File: src/rtl/arb_pkg.sv
package arb_pkg;

  typedef enum logic [1:0] {
    LVL_LOW    = 2'b00,
    LVL_MEDIUM = 2'b01,
    LVL_HIGH   = 2'b10,
    LVL_VHIGH  = 2'b11
  } level_e;

  typedef enum logic {
    ST_IDLE = 1'b0,
    ST_BUSY = 1'b1
  } arb_state_e;

  localparam int unsigned LEVEL_W = 2;

endpackage

File: src/rtl/arb_req_qualify.sv
module arb_req_qualify #(
  parameter int unsigned NUM_STREAMS = 8
) (
  input  logic [NUM_STREAMS-1:0] req_i,
  input  logic [NUM_STREAMS-1:0] enable_i,
  output logic [NUM_STREAMS-1:0] eligible_o,
  output logic                   any_o
);

  for (genvar s = 0; s < NUM_STREAMS; s++) begin : g_mask
    assign eligible_o[s] = req_i[s] & enable_i[s];
  end

  assign any_o = |eligible_o;

endmodule

File: src/rtl/arb_level_select.sv
module arb_level_select
  import arb_pkg::*;
#(
  parameter int unsigned NUM_STREAMS = 8,
  localparam int unsigned IDX_W = (NUM_STREAMS > 1) ? $clog2(NUM_STREAMS) : 1
) (
  input  logic                           clk_i,
  input  logic                           rst_ni,
  input  logic [NUM_STREAMS-1:0]         eligible_i,
  input  logic [NUM_STREAMS*LEVEL_W-1:0] level_i,
  output logic                           win_valid_o,
  output logic [IDX_W-1:0]               win_idx_o,
  output logic [NUM_STREAMS-1:0]         win_onehot_o
);

  logic [LEVEL_W-1:0] best_lvl;
  logic [IDX_W-1:0]   best_idx;
  logic               found;

  // Scan from the top index down; ">=" lets lower indices overtake on ties.
  always_comb begin
    best_lvl = '0;
    best_idx = '0;
    found    = 1'b0;
    for (int s = NUM_STREAMS - 1; s >= 0; s--) begin
      if (eligible_i[s] && (!found || (level_i[s*LEVEL_W +: LEVEL_W] >= best_lvl))) begin
        best_lvl = level_i[s*LEVEL_W +: LEVEL_W];
        best_idx = IDX_W'(s);
        found    = 1'b1;
      end
    end
  end

  assign win_valid_o = found;
  assign win_idx_o   = best_idx;

  for (genvar s = 0; s < NUM_STREAMS; s++) begin : g_onehot
    assign win_onehot_o[s] = found && (best_idx == IDX_W'(s));
  end

  // the chosen stream is one the qualifier marked eligible
  a_r4_winner_eligible: assert property (@(posedge clk_i) disable iff (!rst_ni)
    win_valid_o |-> eligible_i[win_idx_o]);

  // a winner exists exactly when some stream is eligible
  a_r8_valid_iff_any: assert property (@(posedge clk_i) disable iff (!rst_ni)
    win_valid_o == (|eligible_i));

endmodule

File: src/rtl/arb_grant_hold.sv
module arb_grant_hold
  import arb_pkg::*;
#(
  parameter int unsigned NUM_STREAMS = 8,
  localparam int unsigned IDX_W = (NUM_STREAMS > 1) ? $clog2(NUM_STREAMS) : 1
) (
  input  logic                   clk_i,
  input  logic                   rst_ni,
  input  logic                   win_valid_i,
  input  logic [IDX_W-1:0]       win_idx_i,
  input  logic [NUM_STREAMS-1:0] win_onehot_i,
  input  logic                   done_i,
  output logic [NUM_STREAMS-1:0] grant_o,
  output logic [IDX_W-1:0]       grant_idx_o,
  output logic                   grant_valid_o
);

  arb_state_e             state_q, state_d;
  logic [NUM_STREAMS-1:0] grant_q, grant_d;
  logic [IDX_W-1:0]       idx_q, idx_d;
  logic                   load_en;

  always_comb begin
    state_d = state_q;
    grant_d = grant_q;
    idx_d   = idx_q;
    load_en = 1'b0;
    unique case (state_q)
      ST_IDLE: begin
        if (win_valid_i) begin
          state_d = ST_BUSY;
          grant_d = win_onehot_i;
          idx_d   = win_idx_i;
          load_en = 1'b1;
        end
      end
      ST_BUSY: begin
        if (done_i) begin
          state_d = ST_IDLE;
          grant_d = '0;
          idx_d   = '0;
          load_en = 1'b1;
        end
      end
      default: begin
        state_d = ST_IDLE;
        grant_d = '0;
        idx_d   = '0;
        load_en = 1'b1;
      end
    endcase
  end

  always_ff @(posedge clk_i or negedge rst_ni) begin
    if (!rst_ni) begin
      state_q <= ST_IDLE;
      grant_q <= '0;
      idx_q   <= '0;
    end else if (load_en) begin
      state_q <= state_d;
      grant_q <= grant_d;
      idx_q   <= idx_d;
    end
  end

  assign grant_o       = grant_q;
  assign grant_idx_o   = idx_q;
  assign grant_valid_o = (state_q == ST_BUSY);

  // exactly one grant bit, selected by the index
  a_r5_onehot: assert property (@(posedge clk_i) disable iff (!rst_ni)
    grant_valid_o |-> ($countones(grant_o) == 1) && grant_o[grant_idx_o]);

  // grant held until done
  a_r6_hold: assert property (@(posedge clk_i) disable iff (!rst_ni)
    (grant_valid_o && !done_i) |=> grant_valid_o && $stable(grant_o) && $stable(grant_idx_o));

  // done releases the grant at the next edge
  a_r7_release: assert property (@(posedge clk_i) disable iff (!rst_ni)
    (grant_valid_o && done_i) |=> !grant_valid_o && (grant_o == '0));

  // no stray grant bits while idle
  a_r8_idle_zero: assert property (@(posedge clk_i) disable iff (!rst_ni)
    !grant_valid_o |-> (grant_o == '0));

endmodule

File: src/rtl/stream_prio_arb.sv
module stream_prio_arb
  import arb_pkg::*;
#(
  parameter int unsigned NUM_STREAMS = 8,
  localparam int unsigned IDX_W = (NUM_STREAMS > 1) ? $clog2(NUM_STREAMS) : 1
) (
  input  logic                           clk_i,
  input  logic                           rst_ni,
  input  logic [NUM_STREAMS-1:0]         req_i,
  input  logic [NUM_STREAMS-1:0]         enable_i,
  input  logic [NUM_STREAMS*LEVEL_W-1:0] level_i,
  input  logic                           done_i,
  output logic [NUM_STREAMS-1:0]         grant_o,
  output logic [IDX_W-1:0]               grant_idx_o,
  output logic                           grant_valid_o
);

  logic [NUM_STREAMS-1:0] elig_w;
  logic                   any_w;
  logic                   win_valid_w;
  logic [IDX_W-1:0]       win_idx_w;
  logic [NUM_STREAMS-1:0] win_onehot_w;

  arb_req_qualify #(.NUM_STREAMS(NUM_STREAMS)) u_qualify (
    .req_i      (req_i),
    .enable_i   (enable_i),
    .eligible_o (elig_w),
    .any_o      (any_w)
  );

  arb_level_select #(.NUM_STREAMS(NUM_STREAMS)) u_select (
    .clk_i        (clk_i),
    .rst_ni       (rst_ni),
    .eligible_i   (elig_w),
    .level_i      (level_i),
    .win_valid_o  (win_valid_w),
    .win_idx_o    (win_idx_w),
    .win_onehot_o (win_onehot_w)
  );

  arb_grant_hold #(.NUM_STREAMS(NUM_STREAMS)) u_hold (
    .clk_i         (clk_i),
    .rst_ni        (rst_ni),
    .win_valid_i   (win_valid_w),
    .win_idx_i     (win_idx_w),
    .win_onehot_i  (win_onehot_w),
    .done_i        (done_i),
    .grant_o       (grant_o),
    .grant_idx_o   (grant_idx_o),
    .grant_valid_o (grant_valid_o)
  );

  // a fresh grant goes only to a stream that was requesting and enabled
  a_r4_grant_was_eligible: assert property (@(posedge clk_i) disable iff (!rst_ni)
    $rose(grant_valid_o) |-> ((($past(req_i & enable_i)) >> grant_idx_o) & 1) != 0);

  // an idle arbiter with eligible requests must grant next edge
  a_r8_grant_when_any: assert property (@(posedge clk_i) disable iff (!rst_ni)
    (!grant_valid_o && any_w) |=> grant_valid_o);

endmodule

File: config.mk
export PLATFORM = sky130hd
export DESIGN_NAME = stream_prio_arb
export DESIGN_NICKNAME = d
export VERILOG_FILES = /design/src/rtl/arb_pkg.sv /design/src/rtl/arb_req_qualify.sv /design/src/rtl/arb_level_select.sv /design/src/rtl/arb_grant_hold.sv /design/src/rtl/stream_prio_arb.sv
export SDC_FILE = /design/constraint.sdc
export NUM_CORES = 1
export LEC_CHECK = 0
export BUFFER_PORTS_ARGS = -buffer_cell sky130_fd_sc_hd__buf_2
export CORE_ASPECT_RATIO = 1.5
export CORE_MARGIN = 10
export CORE_UTILIZATION = 45
export CTS_CLUSTER_DIAMETER = 50
export DETAILED_ROUTE_END_ITERATION = 16
export GPL_TIMING_DRIVEN = 0
export PLACE_DENSITY = 0.78
export SLEW_MARGIN = 20
export SYNTH_ARGS = -nofsm -noshare
export SYNTH_HDL_FRONTEND = slang
export SYNTH_SLANG_ARGS = --single-unit
File: constraint.sdc
create_clock -name clk_i -period 2.4 [get_ports clk_i]
set_input_delay 0.24 -clock clk_i [delete_from_list [all_inputs] [get_ports clk_i]]
set_output_delay 0.24 -clock clk_i [all_outputs]
set_load 0.005 [all_outputs]
==> flow_metrics.py, run 1 <==
metrics = {
    "clock_tree": {
        "cts_tree": "yes",
        "cts_root_buf": "clkbuf_8",
        "clkTransAtPathRegs_ns": 0.05,
        "clk_latency_ns": 0.24,
        "h-tree-depth": 1,
        "clkSinkCount": 12,
        "numCtsBuffers": 3,
        "clockBufferDepth": 2,
    },
    "drt": {
        "ant_nets": 0,
        "avgViaCountPerCell": 6.11,
        "routed_wl_um": 5370,
        "vias": 1699,
        "drtIter0Drc": 170,
        "wl_per_cell_um": 19.3,
        "drc": 0,
        "first_pass_iters": 4,
    },
    "logic_synthesis": {
        "postSynthCellCount": 154,
        "yosysWarnings": 0,
        "syn-num-nets": 203,
        "synth_top_family_by_area": "compound AO/OA/AOI/OAI gates",
        "synth_cell_types": 40,
        "synth_top_flop_cell": "dfrtp_1",
        "yosysTopAreaCell": "dfrtp_1",
        "synth_area_leaders": "dfrtp_1, ha_1, nand2_1, a21oi_1, nand2b_1",
        "netlist_area_um2": 1250,
        "synth_most_common_cell": "nand2_1",
        "async_flop_share": 1.00,
        "yosysSeqAreaShare": 0.240,
        "synthSimpleGateAreaFrac": 0.203,
        "synthMuxAreaShare": 0.00802,
        "synth_top_area_share": 0.240,
        "synth_fa_ha_area_frac": 0.140,
        "synth_compound_area_frac": 0.374,
        "synth-seq-cells": 12,
        "synth_edf_count": 0,
        "synth.avg_cell_area_um2": 8.11,
        "synth_xor_area_frac": 0,
        "ys_top_cells_by_count": "nand2_1, ha_1, a21oi_1",
    },
    "placed_design": {
        "dp_hpwl_um": 3300,
        "finalWeightedCongestion": 0.867,
        "place_area_um2": 1670,
        "pre_cts_slack_ns": -6.04,
        "port_buffers": 46,
    },
    "finish": {
        "finalInstanceArea_um2": 2240,
        "fill_cells": 152,
        "multiInputGateArea_um2": 1260,
        "seq_area_um2": 300,
        "area_growth_pct": 79.8,
        "drive_gt1_frac": 0.585,
        "layout.nets": 292,
        "antenna_cells": 0,
    },
    "worst_setup_path": {
        "cp-startpoint": "enable_i[7]",
        "critical_path.top_delay_family": "compound AO/OA/AOI/OAI gates",
        "critPathLaunchType": "primary input",
        "worstReg2RegStart": "u_hold.grant_valid_o",
        "timing.reg2reg.setup_slack_ns": 1.10,
        "slowest_stage": "a211oi_4",
        "cp.arrival_ns": 7.88,
        "r2r-end": "u_hold.grant_o[2]",
        "critPathKind": "primary input to flop",
        "crit_path_end_kind": "flop",
        "crit_fanout": 6,
        "r2r_cells": 4,
        "critical-path-top-cell-by-count": "a21oi_4",
        "crit_buf_inv": 3,
        "critPathMaxStageDelay_ns": 0.36,
        "required_ns": 2.52,
    },
    "timing": {
        "fin_skew_ns": 0.000574,
        "setup_violations": 11,
        "timing.fmax_mhz": 129,
        "hold_viol_final": 0,
        "fin_setup_tns_ns": -58.20,
        "fin_ws_ns": -5.35,
        "tightest_slew_ns": 1.13,
        "slew_violations": 0,
        "slew-limit-headroom": 0.246,
        "rsz0062_at_grt": "yes",
        "post-route-period-util": 3.23,
        "period_minus_slack_ns": 7.75,
    },
    "hold_path": {
        "hold_class": "primary input to flop",
        "hold-path-cell-count": 2,
        "min_from": "done_i",
        "hold_path_end": "u_hold.grant_valid_o",
    },
    "floorplan": {
        "dieWidth_um": 63.0,
        "dieArea_um2": 5330,
        "io-pin-count": 47,
        "die_h_um": 84.5,
        "coreArea_um2": 2680,
        "num_rows": 23,
        "start_util": 0.467,
    },
    "power": {
        "vdd_drop_max_mv": 0.426,
        "power.total_mw": 1.09,
        "p_per_area_nw_per_um2": 485,
        "p_leak_nw": 1.10,
    },
    "global_route": {
        "grt.total_usage": 0.175,
        "grt-ovfl-total": 0,
        "grt_start_max_net_pins": 13,
        "antenna_found_initial": 0,
        "grt_pass1_vias": 1770,
        "grt_pass1_wl_um": 7880,
    },
    "outcome": {
        "violations": "negative setup slack",
        "outcome": "finished with violations",
    },
    "flow_run": {
        "maxCapViolCount": 0,
    },
}
==> worst max-delay path by stage <==
stage	end	slack, ns	depth (start not counted)
6_report	u_hold.grant_o[4]	-5.35	43
5_1_grt	u_hold.grant_o[4]	-5.65	43
4_1_cts	u_hold.grant_o[4]	-5.11	43
3_5_place_dp	u_hold.grant_o[5]	-6.04	43
3_3_place_gp	u_hold.grant_o[5]	-5.80	43
2_1_floorplan	u_hold.grant_o[4]	-4.93	41
==> registers in the layout, summed over array words and instances (netlist names) <==
signal / flops
u_hold.grant_o: 8
u_hold.grant_idx_o: 3
u_hold.grant_valid_o: 1
==> final cells by class <==
type,instances,area share
plain buffers,1,0.00223
flip-flops and latches,12,0.134
multi-input cells,131,0.562
repair buffers,84,0.246
inverters,10,0.0167
clock buffers,3,0.0184
well taps,37,0.0206
==> layer usage <==
| layer | up-vias | part of all wire | GRT usage |
|---|---|---|---|
| met4 | 0 | 0.043 | 0.106 |
| met3 | 21 | 0.056 | 0.0386 |
| met1 | 831 | 0.37 | 0.167 |
| met2 | 82 | 0.53 | 0.326 |
| li1 | 765 | - | - |
| met5 | - | 0 | 0 |
==> kinds of logic after synthesis <==
| logic type | Yosys count |
|---|---|
| AO/OA/AOI/OAI | 65 |
| adder cells (fa/ha/maj) | 14 |
| buffers and inverters | 11 |
| multiplexers | 1 |
| flip-flops | 12 |
| AND/OR/NAND/NOR | 51 |
==> worst register-to-register path, stage by stage (launching register included) <==
cell and delay (ns):
dfrtp_1 0.44, nor2b_4 0.20, nor3b_2 0.23, nand2_2 0.12, o31ai_2 0.21
==> through the flow <==
step                      std cells  hold slack, ns   util
after global placement          237           0.119  0.625
after detailed placement        237           0.131  0.625
final                           278           0.189  0.839
after global routing            278           0.199  0.839
after CTS                       265           0.193  0.763
after floorplan                 154         -0.0556      -
==> power by group <==
group	internal [mW]	switching (mW)	total, mW
sequential	0.225	0.0145	0.239
clock	0.110	0.0671	0.177
combinational	0.343	0.330	0.673
total	0.678	0.412	1.09
==> layout by cell type, fill, tap and decap left out, types with 3 or more instances in the layout <==
master	instances
dfrtp_1	12
o21ai_1	3
ha_4	4
a22o_1	5
a21oi_1	6
nand2_2	3
nor2_1	6
nand2b_4	7
buf_4	34
and2_1	3
a21oi_4	7
buf_6	5
a21o_1	5
buf_2	44
nand2_1	18
inv_1	8
ha_1	10
o21ai_2	3
clkbuf_8	3
==> what timing repair did <==
action / in CTS / in global routing
setup buffers: 24 / 13
pin swaps: 37 / 29
endpoints found under the setup margin: 11 / 11
resized for setup: 23 / 22
hold buffers: 1 / 0
endpoints found under the hold margin: 12 / 0
Note: power is estimated with default switching activity, not from simulation.
==> inputs of run 2 (changes only) <==
--- a/config.mk
+++ b/config.mk
@@ -5,6 +5,7 @@
 export SDC_FILE = /design/constraint.sdc
 export NUM_CORES = 1
 export LEC_CHECK = 0
+export ABC_CLOCK_PERIOD_IN_PS = 2400
 export BUFFER_PORTS_ARGS = -buffer_cell sky130_fd_sc_hd__buf_2
 export CORE_ASPECT_RATIO = 1.5
 export CORE_MARGIN = 10
@@ -13,6 +14,7 @@
 export DETAILED_ROUTE_END_ITERATION = 16
 export GPL_TIMING_DRIVEN = 0
 export PLACE_DENSITY = 0.78
+export SKIP_CTS_REPAIR_TIMING = 1
 export SLEW_MARGIN = 20
 export SYNTH_ARGS = -nofsm -noshare
 export SYNTH_HDL_FRONTEND = slang
==> flow_metrics.py, run 2 (synthesis results as in run 1) <==
metrics = {
    "floorplan": {
        "dieArea_um2": 5330,
        "num_rows": 23,
        "io-pin-count": 47,
        "dieWidth_um": 63.0,
        "coreArea_um2": 2680,
        "start_util": 0.467,
        "die_h_um": 84.5,
    },
    "finish": {
        "layout.nets": 282,
        "largest_reg_flops": 8,
        "final_cell_mix": "buf_2, buf_4, nand2_1",
        "drive_gt1_frac": 0.571,
        "area_growth_pct": 72.8,
        "fill_cells": 173,
        "final_common_cell": "buf_2",
        "antenna_cells": 0,
    },
    "global_route": {
        "grt.total_usage": 0.149,
        "grt_start_max_net_pins": 13,
        "grt_pass1_vias": 1584,
        "grt_use_met1": 0.147,
        "grt.busiest_layer": "met2",
        "grt_pass1_wl_um": 6790,
        "grtUsageMet3": 0.0372,
        "grtUsageMet2": 0.274,
        "antenna_found_initial": 0,
        "grt-ovfl-total": 0,
    },
    "placed_design": {
        "pre_cts_slack_ns": -6.04,
        "finalWeightedCongestion": 0.867,
        "dp_hpwl_um": 3300,
        "port_buffers": 46,
    },
    "power": {
        "vdd_drop_max_mv": 0.438,
        "p_per_area_nw_per_um2": 485,
        "p_leak_nw": 1.05,
    },
    "drt": {
        "first_pass_iters": 4,
        "ant_nets": 0,
        "avgViaCountPerCell": 5.97,
        "drtIter0Drc": 137,
        "wl_per_cell_um": 18.4,
        "drc": 0,
        "routed_wl_um": 4930,
        "vias": 1601,
    },
    "worst_setup_path": {
        "required_ns": 2.57,
        "cp.arrival_ns": 7.85,
        "worstReg2RegStart": "u_hold.grant_valid_o",
        "critPathMaxStageDelay_ns": 0.34,
        "timing.reg2reg.setup_slack_ns": 1.07,
        "r2r_cells": 4,
        "critical-path-top-cell-by-count": "a21oi_4",
        "r2r-end": "u_hold.grant_o[2]",
        "crit_path_end_kind": "flop",
        "critPathKind": "primary input to flop",
        "critPathLaunchType": "primary input",
        "crit_fanout": 7,
        "slowest_stage": "nor3_4",
    },
    "clock_tree": {
        "clkTransAtPathRegs_ns": 0.05,
        "clockBufferDepth": 2,
        "cts_tree": "yes",
        "h-tree-depth": 1,
        "clk_latency_ns": 0.24,
        "numCtsBuffers": 3,
        "cts_root_buf": "clkbuf_8",
        "clkSinkCount": 12,
    },
    "timing": {
        "hold_ws_ns": 0.189,
        "tightest_slew_ns": 1.04,
        "post-route-period-util": 3.20,
        "hold_viol_final": 0,
        "setup_violations": 11,
        "fin_ws_ns": -5.28,
        "slew_violations": 0,
        "rsz0062_at_grt": "yes",
        "fin_skew_ns": 0.00131,
        "period_minus_slack_ns": 7.68,
        "slew-limit-headroom": 0.309,
        "timing.fmax_mhz": 130,
    },
    "flow_run": {
        "maxCapViolCount": 0,
    },
    "outcome": {
        "outcome": "finished with violations",
        "violations": "negative setup slack",
    },
    "hold_path": {
        "hold-path-cell-count": 2,
        "min_from": "done_i",
        "hold_path_end": "u_hold.grant_valid_o",
        "hold_class": "primary input to flop",
    },
}
[run 2: final cells by class]
type	instances	area, um2	area share
Tap cell	37	46.3	0.0214
Multi-Input combinational cell	132	1270	0.588
Buffer	1	5.00	0.00232
Clock buffer	3	41.3	0.0191
Sequential cell	12	300	0.139
Inverter	10	37.5	0.0174
Timing Repair Buffer	73	458	0.212
[run 2: where the power goes]
part           switching (mW)  internal (mW)  total, mW
logic                   0.318          0.314      0.632
registers              0.0145          0.225      0.239
clock network          0.0666          0.110      0.177
[run 2: how the worst max path moves through the flow]
stage | from | end | slack, ns | depth (start not counted)
floorplan | req_i[7] | u_hold.grant_o[4] | -4.93 | 41
global placement | req_i[7] | u_hold.grant_o[5] | -5.80 | 43
detailed placement | req_i[7] | u_hold.grant_o[5] | -6.04 | 43
CTS | req_i[7] | u_hold.grant_o[7] | -5.84 | 43
global route | level_i[14] | u_hold.grant_o[2] | -5.59 | 45
finish | level_i[14] | u_hold.grant_o[7] | -5.28 | 45
[run 2: stage by stage]
stage	std cells	util	power [mW]	area (um2)	setup TNS, ns
floorplan	154	-	0.544	1400	-52.98
CTS	240	0.640	0.851	1710	-62.50
global route	268	0.806	1.11	2160	-60.55
finish	268	0.806	1.05	2160	-56.99
global placement	237	0.625	0.650	1670	-62.23
detailed placement	237	0.625	0.668	1670	-64.74
[run 2: critical path: cells and delay by family]
kind	cells	cell delay (ns)
adders and majority gates	7	1.75
and+or+nand+nor	13	1.82
buffers and inverters	3	0.29
AOI/OAI and AO/OA	22	3.72
[run 2: per-layer routing]
| metal | vias to the layer above | share of wire |
|---|---|---|
| met5 | - | 0 |
| met4 | 0 | 0.053 |
| met3 | 26 | 0.051 |
| met2 | 68 | 0.53 |
| met1 | 763 | 0.37 |
| li1 | 744 | - |
